[config.mk]
export PLATFORM = sky130hd
export DESIGN_NAME = sdram_pwrup_seq
export DESIGN_NICKNAME = d
export VERILOG_FILES = /design/src/rtl/sdram_init_pkg.sv /design/src/rtl/sdram_init_timer.sv /design/src/rtl/sdram_init_cmd_enc.sv /design/src/rtl/sdram_pwrup_seq.sv
export SDC_FILE = /design/constraint.sdc
export NUM_CORES = 1
export LEC_CHECK = 0
export CAP_MARGIN = 0
export CORE_ASPECT_RATIO = 0.6
export CORE_MARGIN = 4
export CORE_UTILIZATION = 45
export CTS_CLUSTER_DIAMETER = 40
export DETAILED_ROUTE_END_ITERATION = 8
export DONT_BUFFER_PORTS = 1
export SETUP_SLACK_MARGIN = 0.02
export SLEW_MARGIN = 20
export SYNTH_ARGS = -nofsm -noshare
export SYNTH_HDL_FRONTEND = slang
export SYNTH_SLANG_ARGS = --single-unit
[constraint.sdc]
create_clock -name clk -period 4 [get_ports clk]
set_clock_uncertainty 0.2 [all_clocks]
set_input_delay 0.4 -clock clk [delete_from_list [all_inputs] [get_ports clk]]
set_output_delay 0.4 -clock clk [all_outputs]
set_load 0.05 [all_outputs]
[src/rtl/sdram_init_pkg.sv]
package sdram_init_pkg;

   // {cs_n, ras_n, cas_n, we_n}
   typedef enum logic [3:0] {
      CMD_MRS = 4'b0000,
      CMD_REF = 4'b0001,
      CMD_PRE = 4'b0010,
      CMD_NOP = 4'b0111
   } sd_cmd_e;

   typedef enum logic [2:0] {
      ST_PAUSE,
      ST_PRE,
      ST_GAP_RP,
      ST_MRS,
      ST_GAP_MRD,
      ST_REF,
      ST_GAP_RC,
      ST_READY
   } init_st_e;

   function automatic int imax(input int a, input int b);
      return (a > b) ? a : b;
   endfunction

   function automatic logic [2:0] bl_code(input int bl);
      case (bl)
         1:       return 3'd0;
         2:       return 3'd1;
         4:       return 3'd2;
         default: return 3'd3;
      endcase
   endfunction

   // Mode register word; bit positions are decoded by the memory device.
   function automatic logic [15:0] mode_word(input int bl, input int ilv,
                                             input int cl, input int single_wr);
      logic [15:0] w;
      w        = '0;
      w[2:0]   = bl_code(bl);
      w[3]     = (ilv != 0);
      w[6:4]   = 3'(cl);
      w[9]     = (single_wr != 0);
      return w;
   endfunction

endpackage

[src/rtl/sdram_init_timer.sv]
module sdram_init_timer #(
   parameter int CNT_W   = 16,
   parameter int RST_VAL = 0
) (
   input  logic             clk,
   input  logic             rst_n,
   input  logic             load,
   input  logic [CNT_W-1:0] load_val,
   output logic             expired
);

   logic [CNT_W-1:0] cnt_q;

   always_ff @(posedge clk or negedge rst_n) begin
      if (!rst_n) begin
         cnt_q <= CNT_W'(RST_VAL);
      end else if (load) begin
         cnt_q <= load_val;
      end else if (cnt_q != '0) begin
         cnt_q <= cnt_q - 1'b1;
      end
   end

   assign expired = (cnt_q == '0);

endmodule

[src/rtl/sdram_init_cmd_enc.sv]
module sdram_init_cmd_enc
   import sdram_init_pkg::*;
#(
   parameter int ADDR_W = 13,
   parameter int BA_W   = 2,
   parameter int AP_BIT = 10
) (
   input  init_st_e          state,
   input  logic [ADDR_W-1:0] mode_val,
   output logic              cs_n,
   output logic              ras_n,
   output logic              cas_n,
   output logic              we_n,
   output logic [ADDR_W-1:0] addr,
   output logic [BA_W-1:0]   ba
);

   sd_cmd_e cmd;

   always_comb begin
      cmd  = CMD_NOP;
      addr = '0;
      ba   = '0;
      case (state)
         ST_PRE: begin
            cmd          = CMD_PRE;
            addr[AP_BIT] = 1'b1;
         end
         ST_MRS: begin
            cmd  = CMD_MRS;
            addr = mode_val;
         end
         ST_REF:  cmd = CMD_REF;
         default: cmd = CMD_NOP;
      endcase
   end

   assign {cs_n, ras_n, cas_n, we_n} = cmd;

endmodule

[src/rtl/sdram_pwrup_seq.sv]
module sdram_pwrup_seq
   import sdram_init_pkg::*;
#(
   parameter int CLK_MHZ      = 166,
   parameter int PAUSE_US     = 200,
   parameter int NOP_RP       = 3,
   parameter int NOP_MRD      = 2,
   parameter int NOP_RC       = 10,
   parameter int REFRESH_N    = 8,
   parameter int BURST_LEN    = 4,
   parameter int INTERLEAVE   = 0,
   parameter int CAS_LAT      = 3,
   parameter int SINGLE_WRITE = 0,
   parameter int ADDR_W       = 13,
   parameter int BA_W         = 2,
   parameter int DQM_W        = 2,
   parameter int AP_BIT       = 10
) (
   input  logic              clk,
   input  logic              rst_n,
   output logic              cke,
   output logic [DQM_W-1:0]  dqm,
   output logic              cs_n,
   output logic              ras_n,
   output logic              cas_n,
   output logic              we_n,
   output logic [ADDR_W-1:0] addr,
   output logic [BA_W-1:0]   ba,
   output logic              done
);

   localparam int PAUSE_CYC = CLK_MHZ * PAUSE_US;
   localparam int MAX_LOAD  = imax(imax(PAUSE_CYC, NOP_RP), imax(NOP_MRD, NOP_RC));
   localparam int CNT_W     = $clog2(MAX_LOAD + 1);
   localparam int REF_W     = $clog2(REFRESH_N + 1);
   localparam logic [15:0] MODE16 = mode_word(BURST_LEN, INTERLEAVE, CAS_LAT, SINGLE_WRITE);
   localparam logic [ADDR_W-1:0] MODE_VAL = MODE16[ADDR_W-1:0];

   // elaboration-time parameter checks
   if (PAUSE_CYC < 1) begin : g_bad_pause
      $error("pause must be at least one clock");
   end
   if (NOP_RP < 1 || NOP_MRD < 1 || NOP_RC < 1) begin : g_bad_gap
      $error("every command needs at least one trailing NOP");
   end
   if (REFRESH_N < 8) begin : g_bad_ref
      $error("at least eight refresh commands are required");
   end
   if (!(BURST_LEN == 1 || BURST_LEN == 2 || BURST_LEN == 4 || BURST_LEN == 8)) begin : g_bad_bl
      $error("burst length must be 1, 2, 4 or 8");
   end
   if (CAS_LAT != 2 && CAS_LAT != 3) begin : g_bad_cl
      $error("CAS latency must be 2 or 3");
   end
   if (ADDR_W < 11 || ADDR_W > 16 || AP_BIT >= ADDR_W || AP_BIT < 10) begin : g_bad_addr
      $error("address width must hold the mode word and the precharge-all bit");
   end
   if (DQM_W < 1 || BA_W < 1) begin : g_bad_w
      $error("mask and bank widths must be positive");
   end

   init_st_e         state_q, state_d;
   logic             tmr_load, tmr_done;
   logic [CNT_W-1:0] tmr_val;
   logic [REF_W-1:0] ref_q;
   logic             last_ref;

   sdram_init_timer #(
      .CNT_W   (CNT_W),
      .RST_VAL (PAUSE_CYC - 1)
   ) u_timer (
      .clk      (clk),
      .rst_n    (rst_n),
      .load     (tmr_load),
      .load_val (tmr_val),
      .expired  (tmr_done)
   );

   // refresh counter: width chosen so REFRESH_N itself is representable
   always_ff @(posedge clk or negedge rst_n) begin
      if (!rst_n) begin
         ref_q <= '0;
      end else if (state_q == ST_REF) begin
         ref_q <= ref_q + 1'b1;
      end
   end

   assign last_ref = (ref_q == REF_W'(REFRESH_N));

   always_comb begin
      state_d  = state_q;
      tmr_load = 1'b0;
      tmr_val  = '0;
      case (state_q)
         ST_PAUSE:   if (tmr_done) state_d = ST_PRE;
         ST_PRE: begin
            state_d  = ST_GAP_RP;
            tmr_load = 1'b1;
            tmr_val  = CNT_W'(NOP_RP - 1);
         end
         ST_GAP_RP:  if (tmr_done) state_d = ST_MRS;
         ST_MRS: begin
            state_d  = ST_GAP_MRD;
            tmr_load = 1'b1;
            tmr_val  = CNT_W'(NOP_MRD - 1);
         end
         ST_GAP_MRD: if (tmr_done) state_d = ST_REF;
         ST_REF: begin
            state_d  = ST_GAP_RC;
            tmr_load = 1'b1;
            tmr_val  = CNT_W'(NOP_RC - 1);
         end
         ST_GAP_RC:  if (tmr_done) state_d = last_ref ? ST_READY : ST_REF;
         default:    state_d = ST_READY;
      endcase
   end

   always_ff @(posedge clk or negedge rst_n) begin
      if (!rst_n) begin
         state_q <= ST_PAUSE;
      end else begin
         state_q <= state_d;
      end
   end

   sdram_init_cmd_enc #(
      .ADDR_W (ADDR_W),
      .BA_W   (BA_W),
      .AP_BIT (AP_BIT)
   ) u_enc (
      .state    (state_q),
      .mode_val (MODE_VAL),
      .cs_n     (cs_n),
      .ras_n    (ras_n),
      .cas_n    (cas_n),
      .we_n     (we_n),
      .addr     (addr),
      .ba       (ba)
   );

   assign done = (state_q == ST_READY);
   assign dqm  = done ? '0 : '1;
   assign cke  = 1'b1;

endmodule

Word-level counts from Yosys, hierarchy flattened

Index checks and enable logic that the tools add are counted.

Register bits after elaboration: 23
Input port bits: 2
Logic and storage cells: 37

Add/subtract/negate cells: 2
Equal/unequal tests: 12
Muxes and demuxes: 14
Reductions and logical operators: 6

Operators with widths:

| cell                                                | count |
|---|---|
| 2-to-1 mux 16 bit                                   | 2 |
| one-hot mux 3 bit (7 select lines)                  | 1 |
| zero test 16 bit                                    | 1 |
| nonzero test 16 bit                                 | 1 |
| subtractor 16 x 1 -> 16 bit, second input constant  | 1 |
| equality test 3 bit, second input constant          | 4 |
| 2-to-1 mux 3 bit                                    | 4 |
| one-hot mux 4 bit (3 select lines)                  | 1 |
| one-hot mux 3 bit (3 select lines)                  | 1 |
| inequality test 2 bit, second input constant        | 4 |
| equality test 3 x 2 -> 1 bit, second input constant | 2 |
| 2-to-1 mux 6 bit                                    | 1 |
| adder 4 x 1 -> 4 bit, second input constant         | 1 |
| equality test 4 bit, second input constant          | 1 |
| 2-to-1 mux 2 bit                                    | 2 |
| AND reduction 4 bit                                 | 1 |
| equality test 3 x 1 -> 1 bit, second input constant | 1 |
| zero test 3 bit                                     | 1 |
| OR reduction 3 bit                                  | 1 |
| 2-to-1 mux 1 bit                                    | 2 |
| nonzero test 2 bit                                  | 1 |

Logic depth before layout (Yosys ltp)

Word-level depth: 4
Gate-level depth with buffers: 7
Gate-level depth less buffers: 6

By module

Synthesis repeated with hierarchy kept, for this count alone.

Cell total of the unflattened synthesis: 168
Area total of the unflattened synthesis: 1,609.0 um^2

Modules (own cells, without submodules):

| module             | instances | cells an instance | area an instance (um^2) |
|---|---|---|---|
| sdram_init_timer   | 1         | 104               | 1,016.0 |
| sdram_pwrup_seq    | 1         | 39                | 409.1 |
| sdram_init_cmd_enc | 1         | 25                | 183.9 |

Worst setup path after synthesis

Ideal clock, no wire load.

Path kind: reg2reg
Start: reg state_q[2]
End: reg u_timer.cnt_q[1]
Setup time: 0.062 ns
Data arrival time: 2.139 ns
Slack: 1.598 ns
Cell stages (with the launch flop): 6
Path buffers: 1
Cells stage by stage: dfrtp_1 clkbuf_1 nand2b_1 nor2_1 nand3b_1 o311a_1

Word-level cells in the longest chain between the ends: 4
Elaborated cells between the ends (all ways): 8
Those cells by class: 3 x eq/ne; 3 x mux; 2 x reduce/logical

RTL lines:

| element                                                        | line                   | text |
|---|---|---|
| from (decl)                                                    | sdram_pwrup_seq.sv:62  | `init_st_e state_q, state_d;` |
| from (signal assigned)                                         | sdram_pwrup_seq.sv:122 | `state_q <= state_d;` |
| equality test 3 bit (tied with other cells)                    | sdram_pwrup_seq.sv:94  | `case (state_q)` |
| OR reduction 3 bit (no source line)                            | n/a                    |  |
| 2-to-1 mux 1 bit                                               | sdram_pwrup_seq.sv:94  |  |
| 2-to-1 mux 16 bit / nonzero test 2 bit (equally long branches) | n/a                    |  |
| to (signal assigned)                                           | sdram_init_timer.sv:16 | `cnt_q <= CNT_W'(RST_VAL);` |
| to (signal assigned)                                           | sdram_init_timer.sv:18 | `cnt_q <= load_val;` |
| to (signal assigned)                                           | sdram_init_timer.sv:20 | `cnt_q <= cnt_q - 1'b1;` |
| to (decl)                                                      | sdram_init_timer.sv:12 | `logic [CNT_W-1:0] cnt_q;` |

Several ways; a longest one is shown, not always the timed one.
A chain may end at the register's enable or synchronous reset.

Final worst setup path

Start: reg u_timer.cnt_q[0]
End: reg u_timer.cnt_q[14]

Word-level cells in the longest chain between the ends: 3
Elaborated cells between the ends (all ways): 5
Those cells by class: 1 x add/sub; 2 x mux; 2 x reduce/logical

RTL lines:

| element                     | line                   | text |
|---|---|---|
| subtractor 16 x 1 -> 16 bit | sdram_init_timer.sv:20 |  |
| 2-to-1 mux 16 bit           | sdram_init_timer.sv:19 | `end else if (cnt_q != '0) begin` |
| 2-to-1 mux 16 bit           | sdram_init_timer.sv:17 | `end else if (load) begin` |

Several ways; a longest one is shown, not always the timed one. The select of a mux whose other input is x is not followed.

==> reports/metrics.yaml <==
status:
  status: "finished clean"
logic_synthesis:
  synth_compound_gate_area_share_pct: 14.6
  ys_seq_elements: 23
  synth_top_area_share_pct: 26.9
  ys.flop_type: "dfrtp_1"
  synthMuxAreaShare_pct: 0.717
  synthSimpleGateAreaFrac_pct: 24.5
  synth_edf_count: 0
  synth-adder-area-share_pct: 2.69
  ys_seq_area_share_pct: 42.0
  synthXorXnorAreaFrac_pct: 2.51
  yosysMostFrequentCell: "buf_4"
  syn_area_sq_um: 1400
  synth_top_family_by_area: "simple AND/OR/NAND/NOR gates"
  netlist_top_cells_area: "dfrtp_1 (27%), dfstp_2 (15%), buf_4 (8.6%)"
  synthTopCellsByCount: "buf_4 (16), dfrtp_1 (15), nand2_1 (14), a21oi_1 (11)"
  ys_async_sr_fraction_pct: 100
  syn_avg_cell_area_sq_um: 9.24
  yosys.cell_types.count: 42
  synth.largest_area_cell: "dfrtp_1"
  netlist_instances: 151
  yosysWarnings: 0
die:
  num_rows: 15
  die_area_sq_um: 4080
  pin_count: 25
  core-area_sq_um: 2910
  start_util_pct: 48.0
  die_y_microns: 51.1
  fp.dieW_microns: 79.9
routing:
  vias_per_cell: 5.43
  ant_nets: 0
  drc_errors: 0
  wl_per_cell_microns: 14.0
  drt-total-wl_microns: 2690
  dr_total_vias: 1042
  dr.pass1.iters: 4
  drtIter0Drc: 66
cts:
  cts_max_level: 1
  cts_setup_buffers: 0
  clk_path_buf_depth: 2
  cts.sinks: 23
  cts_root_buf: "clkbuf_8"
  clk_latency_ps: 260
  cts_buffers: 3
  cts_tree: "done"
  path_clk_slew_ps: 80
grt:
  grt_max_degree: 24
  gr-total-overflow: 0
  grt_pass1_vias: 929
  track_usage_pct: 13.9
  grt_pass1_wl_microns: 4440
  antenna_found_initial: 0
sta:
  tightest_slew_ps: 897
  rsz0062_at_grt: "false"
  hold_violations: 0
  max_freq_mhz: 390
  fin_ws_ps: 1430
  whs_ps: 277
  period_minus_slack_ps: 2570
  period_share_pct: 64.1
  fin_setup_tns_ps: 0
  maxSlewViolCount: 0
  finalSetupViolCount: 0
  slew-limit-headroom_pct: 40.1
place:
  dp_hpwl_microns: 1980
  place_area_sq_um: 1370
  pre_cts_ws_ps: 1460
  io_buffer_count: 0
  gp_congestion: 0.791
final_layout:
  nets: 156
  syn_to_final_growth_pct: 2.69
  antenna_cells: 0
  layout.filler_cells: 271
  drive_above_1_share_pct: 19.3
  stdcell_area_sq_um: 1430
critical_path:
  arrival_ps: 2550
  max_stage_delay_ps: 520
  crit_slowest_cell: "or4b_4"
  crit_required_ps: 3990
  crit_type: "flip-flop to flip-flop"
  critPathCaptureType: "flip-flop"
  cp_max_fo: 6
  start_kind: "flip-flop"
  path_cells: "inv_1 -> ha_1 -> or4b_4 -> or3_2 -> or4_1 -> a21oi_1"
hold_path:
  min_path_type: "flip-flop to flip-flop"
power_and_ir_drop:
  p_leak_uw: 0.000601
  vdd_ir_drop_max_v: 0.000185
  p_per_area_nw_per_um2: 284
flow_run:
  maxCapViolCount: 0
cell type report:
| cell class | instances | area (sq um) | area share, % |
|---|---|---|---|
| well taps | 42 | 52.6 | 3.67 |
| repair buffers | 5 | 37.5 | 2.62 |
| clock inverters | 1 | 5.00 | 0.349 |
| inverters | 7 | 26.3 | 1.83 |
| flip-flops and latches | 23 | 586 | 40.9 |
| multi-input cells | 111 | 684 | 47.8 |
| clock buffers | 3 | 41.3 | 2.88 |
what timing repair did:
item,in CTS,in global routing
hold buffers,1,1
gates resized for setup,0,0
hold endpoints to repair,23,15
power breakdown:
part           switching (uW)  leakage (uW)  internal, uW
clock                    71.9     0.0000255          69.4
sequential                  0      0.000277           233
combinational            31.2      0.000299         0.994
sequential cells by signal, indices dropped and copies added (netlist names):
register / count
u_timer.cnt_q: 16
ref_q: 4
state_q: 3
metrics by stage:
step | total power, uW | instances | utilization, %
floorplan | 273 | 162 | -
global placement | 263 | 186 | 47.1
detailed placement | 263 | 186 | 47.1
CTS | 412 | 191 | 49.1
global route | 426 | 192 | 49.2
finish | 406 | 192 | 49.2
worst paths after layout:
check                            startpoint                end  slack, ps  cells past startpoint
hold / removal                     ref_q[3]           ref_q[3]        280                      1
hold reg to reg                    ref_q[3]           ref_q[3]        280                      1
max in group asynchronous             rst_n   u_timer.cnt_q[8]       2780                      2
setup / recovery           u_timer.cnt_q[0]  u_timer.cnt_q[14]       1430                      6
setup reg to reg           u_timer.cnt_q[0]  u_timer.cnt_q[14]       1430                      6
min in group asynchronous             rst_n           ref_q[1]        460                      2
cells in the final DEF (no fill, tap or decap), types with 2 or more instances in the layout:
master	synthesis	routed
dfstp_2	8	8
o21ai_0	8	8
nand2b_1	5	5
nand3b_1	2	2
or4_1	5	5
xnor2_1	3	3
dfrtp_1	15	15
a21oi_1	11	11
clkbuf_8	0	3
inv_1	7	7
nand2_1	14	14
buf_4	16	3
or4_4	3	3
conb_1	2	13
o31ai_1	3	3
nor3_1	3	3
nor4_1	3	3
or3_1	5	5
ha_1	3	3
nor2_1	8	7
or2_2	3	3
cell families (layout without fill, tap and decap cells):
family / Yosys count / in the layout
muxes: 1 / 1
adders and majority gates: 3 / 3
DFF: 23 / 23
AOI/OAI and AO/OA: 32 / 32
other: 2 / 13
buffers and inverters: 28 / 16
and+or+nand+nor: 58 / 58
xor gates and xnor gates: 4 / 4
per-layer routing:
layer  vias up  global-route usage, %  wire length (microns)
met4         0                   2.53                      8
met1       500                   20.5                   1370
met5         -                      0                      0
met2        34                   19.8                   1140
li1        506                      -                      -
met3         2                   4.58                    177
critical path, delay by kind of cell, from the launching register on:
family,cells,cell delay [ps]
adders and majority gates,1,220
buffers and inverters,1,60
DFF,1,390
AOI/OAI and AO/OA,1,170
and+or+nand+nor,3,1440
(Power assumes the default switching activity.)
